==> src/rtl/spi_seq_pkg.sv <==
package spi_seq_pkg;

  typedef enum logic [1:0] {ST_IDLE, ST_SHIFT, ST_GAP, ST_TAIL} seq_st_e;

  // lanes used by one byte: 1, 2 or 4
  function automatic logic [2:0] lane_count(input logic [1:0] mode, input logic quad,
                                            input logic first, input logic in_cmd);
    logic [2:0] wide;
    wide = quad ? 3'd4 : 3'd2;
    case (mode)
      2'b00:   lane_count = 3'd1;
      2'b01:   lane_count = in_cmd ? 3'd1 : wide;
      2'b10:   lane_count = first ? 3'd1 : wide;
      default: lane_count = wide;
    endcase
  endfunction

  // index of the final beat of a byte
  function automatic logic [2:0] last_beat(input logic [2:0] lanes);
    case (lanes)
      3'd1:    last_beat = 3'd7;
      3'd2:    last_beat = 3'd3;
      default: last_beat = 3'd1;
    endcase
  endfunction

  function automatic logic [3:0] lane_mask(input logic [2:0] lanes);
    case (lanes)
      3'd1:    lane_mask = 4'b0001;
      3'd2:    lane_mask = 4'b0011;
      default: lane_mask = 4'b1111;
    endcase
  endfunction

endpackage

==> src/rtl/spi_seq_clkgen.sv <==
module spi_seq_clkgen #(
  parameter int DIV_W = 4
) (
  input  logic             clk,
  input  logic             rst_n,
  input  logic             run,
  input  logic [DIV_W-1:0] div,
  output logic             tick
);
  logic [DIV_W-1:0] cnt_q;

  assign tick = run && (cnt_q == div - DIV_W'(1));

  always_ff @(posedge clk or negedge rst_n) begin
    if (!rst_n)    cnt_q <= '0;
    else if (!run) cnt_q <= '0;
    else if (tick) cnt_q <= '0;
    else           cnt_q <= cnt_q + DIV_W'(1);
  end
endmodule

==> src/rtl/spi_seq_shifter.sv <==
module spi_seq_shifter (
  input  logic       clk,
  input  logic       rst_n,
  input  logic       load,
  input  logic [7:0] load_byte,
  input  logic       shift,
  input  logic       sample,
  input  logic [2:0] lanes,
  input  logic [3:0] dq_i,
  output logic [3:0] tx_bits,
  output logic [7:0] rx_word
);
  logic [7:0] sh_q;

  always_comb begin
    case (lanes)
      3'd1:    tx_bits = {3'b000, sh_q[7]};
      3'd2:    tx_bits = {2'b00, sh_q[7:6]};
      default: tx_bits = sh_q[7:4];
    endcase
  end

  always_ff @(posedge clk or negedge rst_n) begin
    if (!rst_n) begin
      sh_q    <= '0;
      rx_word <= '0;
    end else begin
      if (load) sh_q <= load_byte;
      else if (shift) begin
        case (lanes)
          3'd1:    sh_q <= {sh_q[6:0], 1'b0};
          3'd2:    sh_q <= {sh_q[5:0], 2'b00};
          default: sh_q <= {sh_q[3:0], 4'b0000};
        endcase
      end
      if (sample) begin
        case (lanes)
          3'd1:    rx_word <= {rx_word[6:0], dq_i[1]};
          3'd2:    rx_word <= {rx_word[5:0], dq_i[1:0]};
          default: rx_word <= {rx_word[3:0], dq_i};
        endcase
      end
    end
  end
endmodule

==> src/rtl/spi_frame_seq.sv <==
module spi_frame_seq
  import spi_seq_pkg::*;
#(
  parameter int LO_W   = 16,
  parameter int HI_W   = 16,
  parameter int CMD_W  = 9,
  parameter int IDLE_W = 4,
  parameter int DIV_W  = 4
) (
  input  logic              clk,
  input  logic              rst_n,
  input  logic              cfg_wr,
  input  logic [LO_W-1:0]   cfg_len_lo,
  input  logic [HI_W-1:0]   cfg_len_hi,
  input  logic [CMD_W-1:0]  cfg_cmd_len,
  input  logic [IDLE_W-1:0] cfg_idle,
  input  logic [1:0]        cfg_lane_mode,
  input  logic              cfg_quad,
  input  logic [DIV_W-1:0]  cfg_div,
  input  logic              cfg_sclk_idle_hi,
  input  logic              tx_avail,
  input  logic [7:0]        tx_byte,
  output logic              tx_take,
  output logic              rx_valid,
  output logic [7:0]        rx_byte,
  output logic              ready,
  output logic              sclk,
  output logic              cs_n,
  output logic [3:0]        dq_o,
  output logic [3:0]        dq_oe,
  input  logic [3:0]        dq_i
);
  localparam int CNT_W = LO_W + HI_W;
  localparam int CMP_W = (CNT_W > CMD_W) ? CNT_W : CMD_W;

  seq_st_e           state_q;
  logic [CNT_W-1:0]  total_q, byte_q;
  logic [CMP_W-1:0]  cmd_q;
  logic [IDLE_W-1:0] idle_q, gap_q;
  logic [1:0]        mode_q;
  logic              quad_q, pol_q, half_q, drive_q, rxphase_q, cs_n_q, rx_valid_q;
  logic [DIV_W-1:0]  div_q;
  logic [2:0]        beat_q, lanes_q;
  logic [7:0]        rx_byte_q;

  // named internal events
  logic [CNT_W-1:0]  total_in, next_idx, load_k;
  logic              start, tick, in_shift, last_byte, byte_end, enter_gap, gap_end, load_now;
  logic [1:0]        mode_use;
  logic              quad_use, ld_in_cmd, ld_drive;
  logic [CMP_W-1:0]  cmd_use;
  logic [2:0]        ld_lanes;
  logic [7:0]        ld_data, rx_word;
  logic [3:0]        tx_bits;

  assign total_in  = {cfg_len_hi, cfg_len_lo};
  assign start     = cfg_wr && (state_q == ST_IDLE) && (total_in != '0);
  assign in_shift  = (state_q == ST_SHIFT);
  assign next_idx  = byte_q + CNT_W'(1);
  assign last_byte = (next_idx == total_q);
  assign byte_end  = in_shift && tick && half_q && (beat_q == last_beat(lanes_q));
  assign enter_gap = byte_end && !last_byte && (CMP_W'(next_idx) == cmd_q) && (idle_q != '0);
  assign gap_end   = (state_q == ST_GAP) && tick && half_q && (gap_q == IDLE_W'(1));
  assign load_now  = start || (byte_end && !last_byte && !enter_gap) || gap_end;

  // lane decision for the byte being loaded
  assign load_k    = start ? '0 : ((state_q == ST_GAP) ? byte_q : next_idx);
  assign mode_use  = start ? cfg_lane_mode : mode_q;
  assign quad_use  = start ? cfg_quad : quad_q;
  assign cmd_use   = start ? CMP_W'(cfg_cmd_len) : cmd_q;
  assign ld_in_cmd = CMP_W'(load_k) < cmd_use;
  assign ld_lanes  = lane_count(mode_use, quad_use, load_k == '0, ld_in_cmd);
  assign ld_drive  = ld_in_cmd || (ld_lanes == 3'd1);
  assign tx_take   = load_now && ld_drive && tx_avail;
  assign ld_data   = tx_take ? tx_byte : 8'h00;

  spi_seq_clkgen #(.DIV_W(DIV_W)) u_clkgen (
    .clk  (clk),
    .rst_n(rst_n),
    .run  (state_q != ST_IDLE),
    .div  (div_q),
    .tick (tick)
  );

  spi_seq_shifter u_shifter (
    .clk      (clk),
    .rst_n    (rst_n),
    .load     (load_now),
    .load_byte(ld_data),
    .shift    (in_shift && tick && half_q),
    .sample   (in_shift && tick && !half_q),
    .lanes    (lanes_q),
    .dq_i     (dq_i),
    .tx_bits  (tx_bits),
    .rx_word  (rx_word)
  );

  always_ff @(posedge clk or negedge rst_n) begin
    if (!rst_n) begin
      state_q    <= ST_IDLE;
      total_q    <= '0;
      cmd_q      <= '0;
      idle_q     <= '0;
      mode_q     <= '0;
      quad_q     <= 1'b0;
      pol_q      <= 1'b0;
      div_q      <= DIV_W'(1);
      byte_q     <= '0;
      beat_q     <= '0;
      half_q     <= 1'b0;
      gap_q      <= '0;
      cs_n_q     <= 1'b1;
      rx_valid_q <= 1'b0;
      rx_byte_q  <= '0;
    end else begin
      rx_valid_q <= 1'b0;
      if (start) begin
        total_q <= total_in;
        cmd_q   <= CMP_W'(cfg_cmd_len);
        idle_q  <= cfg_idle;
        mode_q  <= cfg_lane_mode;
        quad_q  <= cfg_quad;
        pol_q   <= cfg_sclk_idle_hi;
        div_q   <= (cfg_div == '0) ? DIV_W'(1) : cfg_div;
        byte_q  <= '0;
        beat_q  <= '0;
        half_q  <= 1'b0;
        cs_n_q  <= 1'b0;
        state_q <= ST_SHIFT;
      end else if (tick) begin
        half_q <= ~half_q;
        case (state_q)
          ST_SHIFT: if (half_q) begin
            if (byte_end) begin
              beat_q     <= '0;
              byte_q     <= next_idx;
              rx_valid_q <= rxphase_q;
              rx_byte_q  <= rx_word;
              if (last_byte) state_q <= ST_TAIL;
              else if (enter_gap) begin
                state_q <= ST_GAP;
                gap_q   <= idle_q;
              end
            end else begin
              beat_q <= beat_q + 3'd1;
            end
          end
          ST_GAP: if (half_q) begin
            gap_q <= gap_q - IDLE_W'(1);
            if (gap_q == IDLE_W'(1)) state_q <= ST_SHIFT;
          end
          ST_TAIL: if (half_q) begin
            state_q <= ST_IDLE;
            cs_n_q  <= 1'b1;
          end
          default: ;
        endcase
      end
    end
  end

  always_ff @(posedge clk or negedge rst_n) begin
    if (!rst_n) begin
      lanes_q   <= 3'd1;
      drive_q   <= 1'b0;
      rxphase_q <= 1'b0;
    end else if (load_now) begin
      lanes_q   <= ld_lanes;
      drive_q   <= ld_drive;
      rxphase_q <= !ld_in_cmd;
    end
  end

  always_comb begin
    case (state_q)
      ST_IDLE: sclk = cfg_sclk_idle_hi;
      ST_TAIL: sclk = pol_q;
      default: sclk = half_q;
    endcase
  end

  assign dq_oe    = (in_shift && drive_q) ? lane_mask(lanes_q) : 4'b0000;
  assign dq_o     = in_shift ? tx_bits : 4'b0000;
  assign ready    = (state_q == ST_IDLE);
  assign cs_n     = cs_n_q;
  assign rx_valid = rx_valid_q;
  assign rx_byte  = rx_byte_q;
endmodule

==> config.mk <==
export PLATFORM = sky130hd
export DESIGN_NAME = spi_frame_seq
export DESIGN_NICKNAME = d
export VERILOG_FILES = /design/src/rtl/spi_seq_pkg.sv /design/src/rtl/spi_seq_clkgen.sv /design/src/rtl/spi_seq_shifter.sv /design/src/rtl/spi_frame_seq.sv
export SDC_FILE = /design/constraint.sdc
export NUM_CORES = 1
export LEC_CHECK = 0
export BUFFER_PORTS_ARGS = -buffer_cell sky130_fd_sc_hd__buf_4
export CELL_PAD_IN_SITES_DETAIL_PLACEMENT = 1
export CELL_PAD_IN_SITES_GLOBAL_PLACEMENT = 1
export CORE_ASPECT_RATIO = 0.9
export CORE_UTILIZATION = 42
export DETAILED_ROUTE_END_ITERATION = 12
export GPL_ROUTABILITY_DRIVEN = 0
export PLACE_DENSITY_LB_ADDON = 0.1
export SLEW_MARGIN = 0
export SYNTH_ARGS = -nofsm -noshare
export SYNTH_HDL_FRONTEND = slang
export SYNTH_SLANG_ARGS = --single-unit
==> constraint.sdc <==
create_clock -name clk -period 4.05 [get_ports clk]
set_input_delay 0.405 -clock clk [delete_from_list [all_inputs] [get_ports clk]]
set_output_delay 0.405 -clock clk [all_outputs]
set_load 0.05 [all_outputs]
==> Yosys cells after proc, flatten, opt, wreduce, memory -nomap -nowiden <==
Index checks and enable logic that the tools add are counted.
{ "word_totals": {"register_bits": 153, "in_bits": 69, "output_inout_bits": 21, "word_cells": 158} }
{ "op_classes": {"addsub": 5, "magnitude_cmp": 1, "n_eq_ne": 24, "n_mux": 60, "bitwise": 2, "reduce_logical": 45} }
{ "ops": {"columns": ["operator", "n"], "rows": [
  ["32-bit two-way mux", 8],
  ["32-bit == test", 2],
  ["4-bit two-way mux", 10],
  ["32-bit by 1-bit adder with 32-bit output, second input constant", 1],
  ["32-bit zero test", 1],
  ["32-bit < comparator", 1],
  ["8-bit one-hot mux with 2 select lines", 2],
  ["32-bit nonzero test", 1],
  ["3-bit two-way mux", 8],
  ["8-bit two-way mux", 3],
  ["4-bit one-hot mux with 2 select lines", 3],
  ["2-bit two-way mux", 10],
  ["1-bit logical AND", 17],
  ["8-bit AND reduction", 2],
  ["2-bit nonzero test", 8],
  ["1-bit two-way mux", 12],
  ["3-bit inequality test, second input constant", 3],
  ["3-bit one-hot mux with 3 select lines", 1],
  ["4-bit nonzero test", 2],
  ["4-bit by 1-bit subtractor with 4-bit output, second input constant", 2],
  ["2-bit == test, second input constant", 3],
  ["3-bit by 1-bit == test with 1-bit output, second input constant", 2],
  ["2-bit inequality test, second input constant", 3],
  ["3-bit by 2-bit inequality test with 1-bit output, second input constant", 2],
  ["other kinds (20)", 30]
]} }

==> Logic depth before layout (Yosys ltp) <==
{ "logic_depth": {"ltp_word": 17, "depth_mapped": 21, "mapped_depth_nobuf": 19} }

==> Modules after synthesis <==
A second synthesis with hierarchy kept.
{ "hier_totals": {"hier_cells": 1397, "hier_area_um2": 11481.0} }
{ "by_module_without_submodules": {"columns": ["module", "n_inst", "cells_each", "area_each_um2", "seq_area_each_um2"], "rows": [
  ["spi_frame_seq", 1, 1218, 9919.5, 3331.9],
  ["spi_seq_shifter", 1, 153, 1292.5, 400.4],
  ["spi_seq_clkgen", 1, 26, 269.0, 100.1]
]} }

==> Least setup slack after synthesis <==
No wires, ideal clock.
{ "synth_path": {"path_kind": "reg2out", "startpoint": "reg state_q[0]", "endpoint": "out tx_take", "arrival_ns": 4.700, "required_time_ns": 3.645, "path_slack_ns": -1.055, "stages_incl_launch_ff": 16, "n_path_buf": 3, "path_cell_list": "dfrtp_1 -> inv_1 -> ha_1 -> o211a_1 -> clkbuf_1 -> clkbuf_1 -> buf_1 -> nor2_1 -> ha_1 -> a21o_1 -> a21o_1 -> a221o_1 -> o41ai_1 -> a31oi_1 -> a31oi_2 -> nor2b_1"} }
{ "synth_between": {"word_cells_on_any_way": 38, "cone_classes": "order compare: 1; eq/ne: 5; mux: 9; reduce/logical: 23"} }
{ "synth_rtl": {"columns": ["item", "line_no", "text"], "rows": [
  ["start: declaration", "spi_frame_seq.sv:36", "seq_st_e state_q;"],
  ["start signal: assignment", "spi_frame_seq.sv:100", "state_q <= ST_IDLE;"],
  ["start signal: assignment", "spi_frame_seq.sv:129", "state_q <= ST_SHIFT;"],
  ["start signal: assignment", "spi_frame_seq.sv:139", "if (last_byte) state_q <= ST_TAIL;"],
  ["2-bit zero test *", null, null],
  ["via ready", "spi_frame_seq.sv:26", "output logic ready,"],
  ["1-bit logical AND * (2 in a row)", "spi_frame_seq.sv:57", "assign start = cfg_wr && (state_q == ST_IDLE) && (total_in != '0);"],
  ["32-bit two-way mux (tied with other cells)", "spi_frame_seq.sv:67", "assign load_k = start ? '0 : ((state_q == ST_GAP) ? byte_q : next_idx);"],
  ["32-bit < comparator (tied with other cells)", "spi_frame_seq.sv:71", "assign ld_in_cmd = CMP_W'(load_k) < cmd_use;"],
  ["3-bit two-way mux (on tied branches)", "spi_seq_pkg.sv:12, spi_seq_pkg.sv:13", null],
  ["3-bit one-hot mux with 3 select lines", "spi_seq_pkg.sv:10", "case (mode)"],
  ["3-bit by 1-bit == test with 1-bit output", "spi_frame_seq.sv:73", "assign ld_drive = ld_in_cmd || (ld_lanes == 3'd1);"],
  ["1-bit logical OR", "spi_frame_seq.sv:73", null],
  ["1-bit logical AND * (2 in a row)", "spi_frame_seq.sv:74", "assign tx_take = load_now && ld_drive && tx_avail;"],
  ["end: declaration", "spi_frame_seq.sv:23", "output logic tx_take,"]
]} }
Mark *: on every way through the listed nets, which the timed path passes. The rest lies on a longest branch.

==> Worst setup path after layout <==
{ "layout_path": {"startpoint": "reg byte_q[22]", "endpoint": "out tx_take"} }
{ "layout_between": {"elab_chain_cells": 12, "word_cells_on_any_way": 22, "cone_classes": "add/sub: 1; order compare: 1; eq/ne: 3; mux: 5; reduce/logical: 12"} }
{ "layout_rtl": {"columns": ["item", "line_no", "text"], "rows": [
  ["start: declaration", "spi_frame_seq.sv:37", "logic [CNT_W-1:0] total_q, byte_q;"],
  ["start signal: assignment", "spi_frame_seq.sv:136", "byte_q <= next_idx;"],
  ["branches (longest 10 deep; another with 32-bit by 1-bit adder with 32-bit output)", null, null],
  ["1-bit logical AND * (2 in a row)", "spi_frame_seq.sv:74", null]
]} }
Every way passes the cells marked *.

==> results.rst <==
.. list-table::
   :header-rows: 1

   * - Metric
     - Value
   * - First-pass GRT wire length
     - ~70000 um
   * - Final global-route overflow total
     - 0
   * - Initial antenna violation count
     - 1
   * - CTS tree
     - yes
   * - Number of flops mapped to enable cells by yosys
     - 0
   * - Final setup violation count
     - 12
   * - Post-layout instance area
     - around 0.015 mm2
   * - Setup TNS after final layout
     - -2070 ps
   * - Sequential fraction of the synthesis area
     - around 34%
   * - Switching part of the total power
     - between 20% and 30%
   * - Synth-to-Final Area Change
     - 31.5%
   * - Post-route fraction of the period consumed by the critical path
     - 119%
   * - Clock transition time at the flip-flop clock pins of the worst setup and hold paths
     - approximately 60 ps
   * - Data arrival time at the worst-slack endpoint
     - 4420 ps
   * - Via density per instance
     - between 5 and 6
   * - Final layout net count
     - around 1800
   * - Cts bufs inserted
     - 17
   * - H-Tree Level Count
     - 4
   * - Transition time at the pin with the least slew margin
     - roughly 1000 ps
   * - Effective utilization at floorplan
     - between 40% and 50%
   * - Placed Instances
     - approximately 2000
   * - Most used flip-flop cell after synthesis
     - sky130_fd_sc_hd__dfrtp_1
   * - Total internal power
     - approximately 2.4 mW
   * - HPWL after detailed placement
     - between 30000 and 40000 um
   * - Non-filler instance count after layout
     - 2025
   * - Unrepaired setup endpoints after global routing
     - true
   * - Headroom to the max-slew limit
     - about a third
   * - Drt initial violations
     - about 950
   * - GRT Resource Usage Total
     - 33.6%
   * - Pre-Repair DR Iteration Count
     - 7
   * - Most numerous cell types in the synthesized netlist
     - sky130_fd_sc_hd__nand2_1, sky130_fd_sc_hd__dfrtp_1, sky130_fd_sc_hd__nor2_1
   * - Area of placed instances
     - about 0.014 mm2
   * - Total I/O pin count
     - 90
   * - Fraction of final layout cells with drive strength greater than 1
     - between 20 and 30%
   * - Worst clock skew on the final layout
     - 10.8 ps
   * - Kind of critical path
     - flop to primary output
   * - Class of the tightest hold or removal check
     - input pin to async pin
   * - Clock Latency Late Sink
     - roughly 440 ps
   * - Cell at the root of the clock tree
     - sky130_fd_sc_hd__clkbuf_16
   * - Post-synth top area cell
     - sky130_fd_sc_hd__dfrtp_1
   * - Gate power share
     - between 4 and 5%
   * - Share of Yosys cell area claimed by the top area cell type
     - ~33%
   * - Core Util, Final
     - approximately 56%
   * - Post-synthesis cell type count
     - 87
   * - Achievable Freq
     - between 200 and 250 MHz
   * - Syn Inst Count
     - about 1400
   * - Final Max Tran Viols
     - 0
   * - Die width
     - about 170 um
   * - Critical path startpoint category
     - flop
   * - M1 GR Usage
     - between 40% and 50%
   * - Clock net sink count
     - around 150
   * - Final wirelength
     - 45900 um
   * - Reg-to-reg setup timing slack
     - -260 ps
   * - Cell types occupying the most area after synthesis
     - sky130_fd_sc_hd__dfrtp_1, sky130_fd_sc_hd__nand2_1, sky130_fd_sc_hd__xnor2_1, sky130_fd_sc_hd__ha_1, sky130_fd_sc_hd__nor2_1
   * - Outcome
     - finished with violations
   * - Mean instance size in the synthesized netlist
     - 8.08 um2
   * - Area enclosed by the die boundary
     - around 0.027 mm2
   * - Num rows
     - 56
   * - Fin worst setup slack
     - -775 ps
   * - Share of async-settable or async-resettable flops after synthesis
     - 100%
   * - Worst Setup End Kind
     - primary output
   * - PnR Total Power
     - about 3.2 mW
   * - Count of warnings emitted by yosys
     - 0
   * - Min Hold Slack
     - approximately 41 ps
   * - Period minus WS final
     - around 4800 ps
   * - Die boundary height
     - 157 um
   * - Worst Path Required
     - roughly 3600 ps
   * - Busiest grt layer
     - met2
   * - Via count of the first global-routing pass
     - about 12000
   * - Library cell with the highest instance count after synthesis
     - sky130_fd_sc_hd__nand2_1
   * - Number of design rule violations left after detail routing
     - 0
   * - Static leakage
     - 7.03 nW
   * - Synthesis-stage register bit count
     - 153
   * - Standard cell core area
     - 0.0262 mm2
   * - Part of the power in registers
     - between 40% and 50%
   * - CTS max path bufs
     - 2
   * - Total number of vias
     - 12100
   * - Net count after synthesis
     - 1505
   * - Hold buffer count at CTS
     - 0
   * - Routed WL per cell
     - about 23 um
   * - Post-synthesis instance area
     - 0.0113 mm2
   * - Largest net degree at the start of global routing
     - 94
   * - Violated checks
     - negative setup slack
   * - Number of max-cap violations
     - 0
   * - Antenna-violating nets left
     - 0
   * - Worst vdd rail ir drop
     - slightly above 0.0003 V
   * - Clock share of power
     - 47.7%
   * - Count of buffers from port buffering
     - 89
   * - Net switching power figure
     - ~0.77 mW
   * - Power density relative to cell area
     - between 200 and 250 mW/mm2
   * - CP Max Fanout
     - 3
   * - Pre-CTS setup slack
     - -1130 ps
   * - Met3 Use GR
     - 8.16%
   * - Met2 track demand over resource
     - between 50% and 60%
   * - Final hold violation count
     - 0
==> worst max-delay path, stage by stage (launching register included) <==
cell and delay [ps]:
sky130_fd_sc_hd__dfrtp_1 360, sky130_fd_sc_hd__nand4_1 140, sky130_fd_sc_hd__or4_4 590, sky130_fd_sc_hd__or3_4 430, sky130_fd_sc_hd__nor2_4 140, sky130_fd_sc_hd__xnor2_2 120
sky130_fd_sc_hd__nor2_1 60, sky130_fd_sc_hd__ha_1 310, sky130_fd_sc_hd__a21o_1 160, sky130_fd_sc_hd__a21o_1 150, sky130_fd_sc_hd__a221o_1 340, sky130_fd_sc_hd__buf_6 140
sky130_fd_sc_hd__a21o_1 150, sky130_fd_sc_hd__o41ai_2 60, sky130_fd_sc_hd__buf_4 190, sky130_fd_sc_hd__a31oi_4 50, sky130_fd_sc_hd__a31oi_4 230, sky130_fd_sc_hd__nor2b_4 200
sky130_fd_sc_hd__buf_8 160
==> cell usage in the layout (no fill, tap or decap), types with 8 or more instances in the layout <==
cell type / n
sky130_fd_sc_hd__buf_4: 338
sky130_fd_sc_hd__nand2_1: 254
sky130_fd_sc_hd__dfrtp_1: 150
sky130_fd_sc_hd__nor2_1: 115
sky130_fd_sc_hd__o21ai_0: 87
sky130_fd_sc_hd__xnor2_1: 76
sky130_fd_sc_hd__inv_1: 55
sky130_fd_sc_hd__nand3_1: 45
sky130_fd_sc_hd__ha_1: 40
sky130_fd_sc_hd__nor3_1: 36
sky130_fd_sc_hd__xor2_1: 30
sky130_fd_sc_hd__a21oi_1: 29
sky130_fd_sc_hd__nand4_1: 27
sky130_fd_sc_hd__mux2i_1: 26
sky130_fd_sc_hd__nor4_1: 22
sky130_fd_sc_hd__o31ai_1: 18
sky130_fd_sc_hd__nand2b_1: 17
sky130_fd_sc_hd__clkbuf_16: 17
sky130_fd_sc_hd__and3_1: 13
sky130_fd_sc_hd__or3_1: 13
sky130_fd_sc_hd__o211ai_1: 9
sky130_fd_sc_hd__a22o_1: 9
sky130_fd_sc_hd__a211oi_1: 9
sky130_fd_sc_hd__a21o_1: 9
sky130_fd_sc_hd__and4_1: 8
sky130_fd_sc_hd__nor2b_1: 8
==> kinds of logic (layout without fill, tap and decap cells) <==
logic type	Yosys count	after routing	synth area share, %
adder cells (fa/ha/maj)	42	42	4.67
XOR/XNOR	110	110	8.92
AND/OR/NAND/NOR	640	640	27.9
AO/OA/AOI/OAI	261	261	15.8
flip-flops	153	153	34.0
buffers and inverters	155	437	5.63
other	0	1	0
multiplexers	33	33	3.05
==> power groups by stage <==
stage               Clock [mW]  Sequential, mW  Combinational [mW]
floorplan                    0            1.56              0.0123
global placement             0            1.56               0.128
detailed placement           0            1.56               0.131
CTS                       1.55            1.54               0.137
global route              1.60            1.54               0.147
finish                    1.52            1.54               0.133
==> repair_timing <==
item | CTS | global route
resized for setup | 28 | 38
setup buffers | 6 | 8
setup endpoints to repair | 18 | 20
pin swaps | 18 | 22
endpoints found under the hold margin | 0 | 0
==> sequential cells by signal (all words and copies together), names as in the netlist, 2 cells and up <==
name and cells:
byte_q 32, cmd_q 32, total_q 32, rx_byte 8
u_shifter.rx_word 8, u_shifter.sh_q 8, div_q 4, gap_q 4
idle_q 4, u_clkgen.cnt_q 4, beat_q 3, lanes_q 3
mode_q 2, state_q 2
==> path summary, 6_finish.rpt <==
check	start	endpoint	cells past startpoint
worst max-delay path	byte_q[22]	tx_take	18
worst min-delay path	rst_n	cmd_q[14]	1
worst max register to register	byte_q[22]	lanes_q[2]	19
worst min register to register	u_shifter.rx_word[7]	rx_byte[7]	2
max in group asynchronous	rst_n	lanes_q[0]	2
min in group clk	cfg_idle[1]	idle_q[1]	3
==> cell type report <==
| cell class | count | area, um2 |
|---|---|---|
| fill | 3203 | 11400 |
| multi-input combinational | 1086 | 7110 |
| sequential | 153 | 3830 |
| timing repair buffer | 348 | 2680 |
| clock buffer | 23 | 468 |
| tap | 348 | 435 |
| inverter | 57 | 214 |
| clock inverter | 9 | 65.1 |
| antenna | 1 | 2.50 |
==> routing by layer <==
| metal | part of all wire (%) | wire length [um] |
|---|---|---|
| met1 | 44 | 20100 |
| met2 | 46 | 21100 |
| met3 | 7.4 | 3420 |
| met4 | 2.8 | 1290 |
| met5 | 0 | 0 |
(Power assumes the default switching activity.)
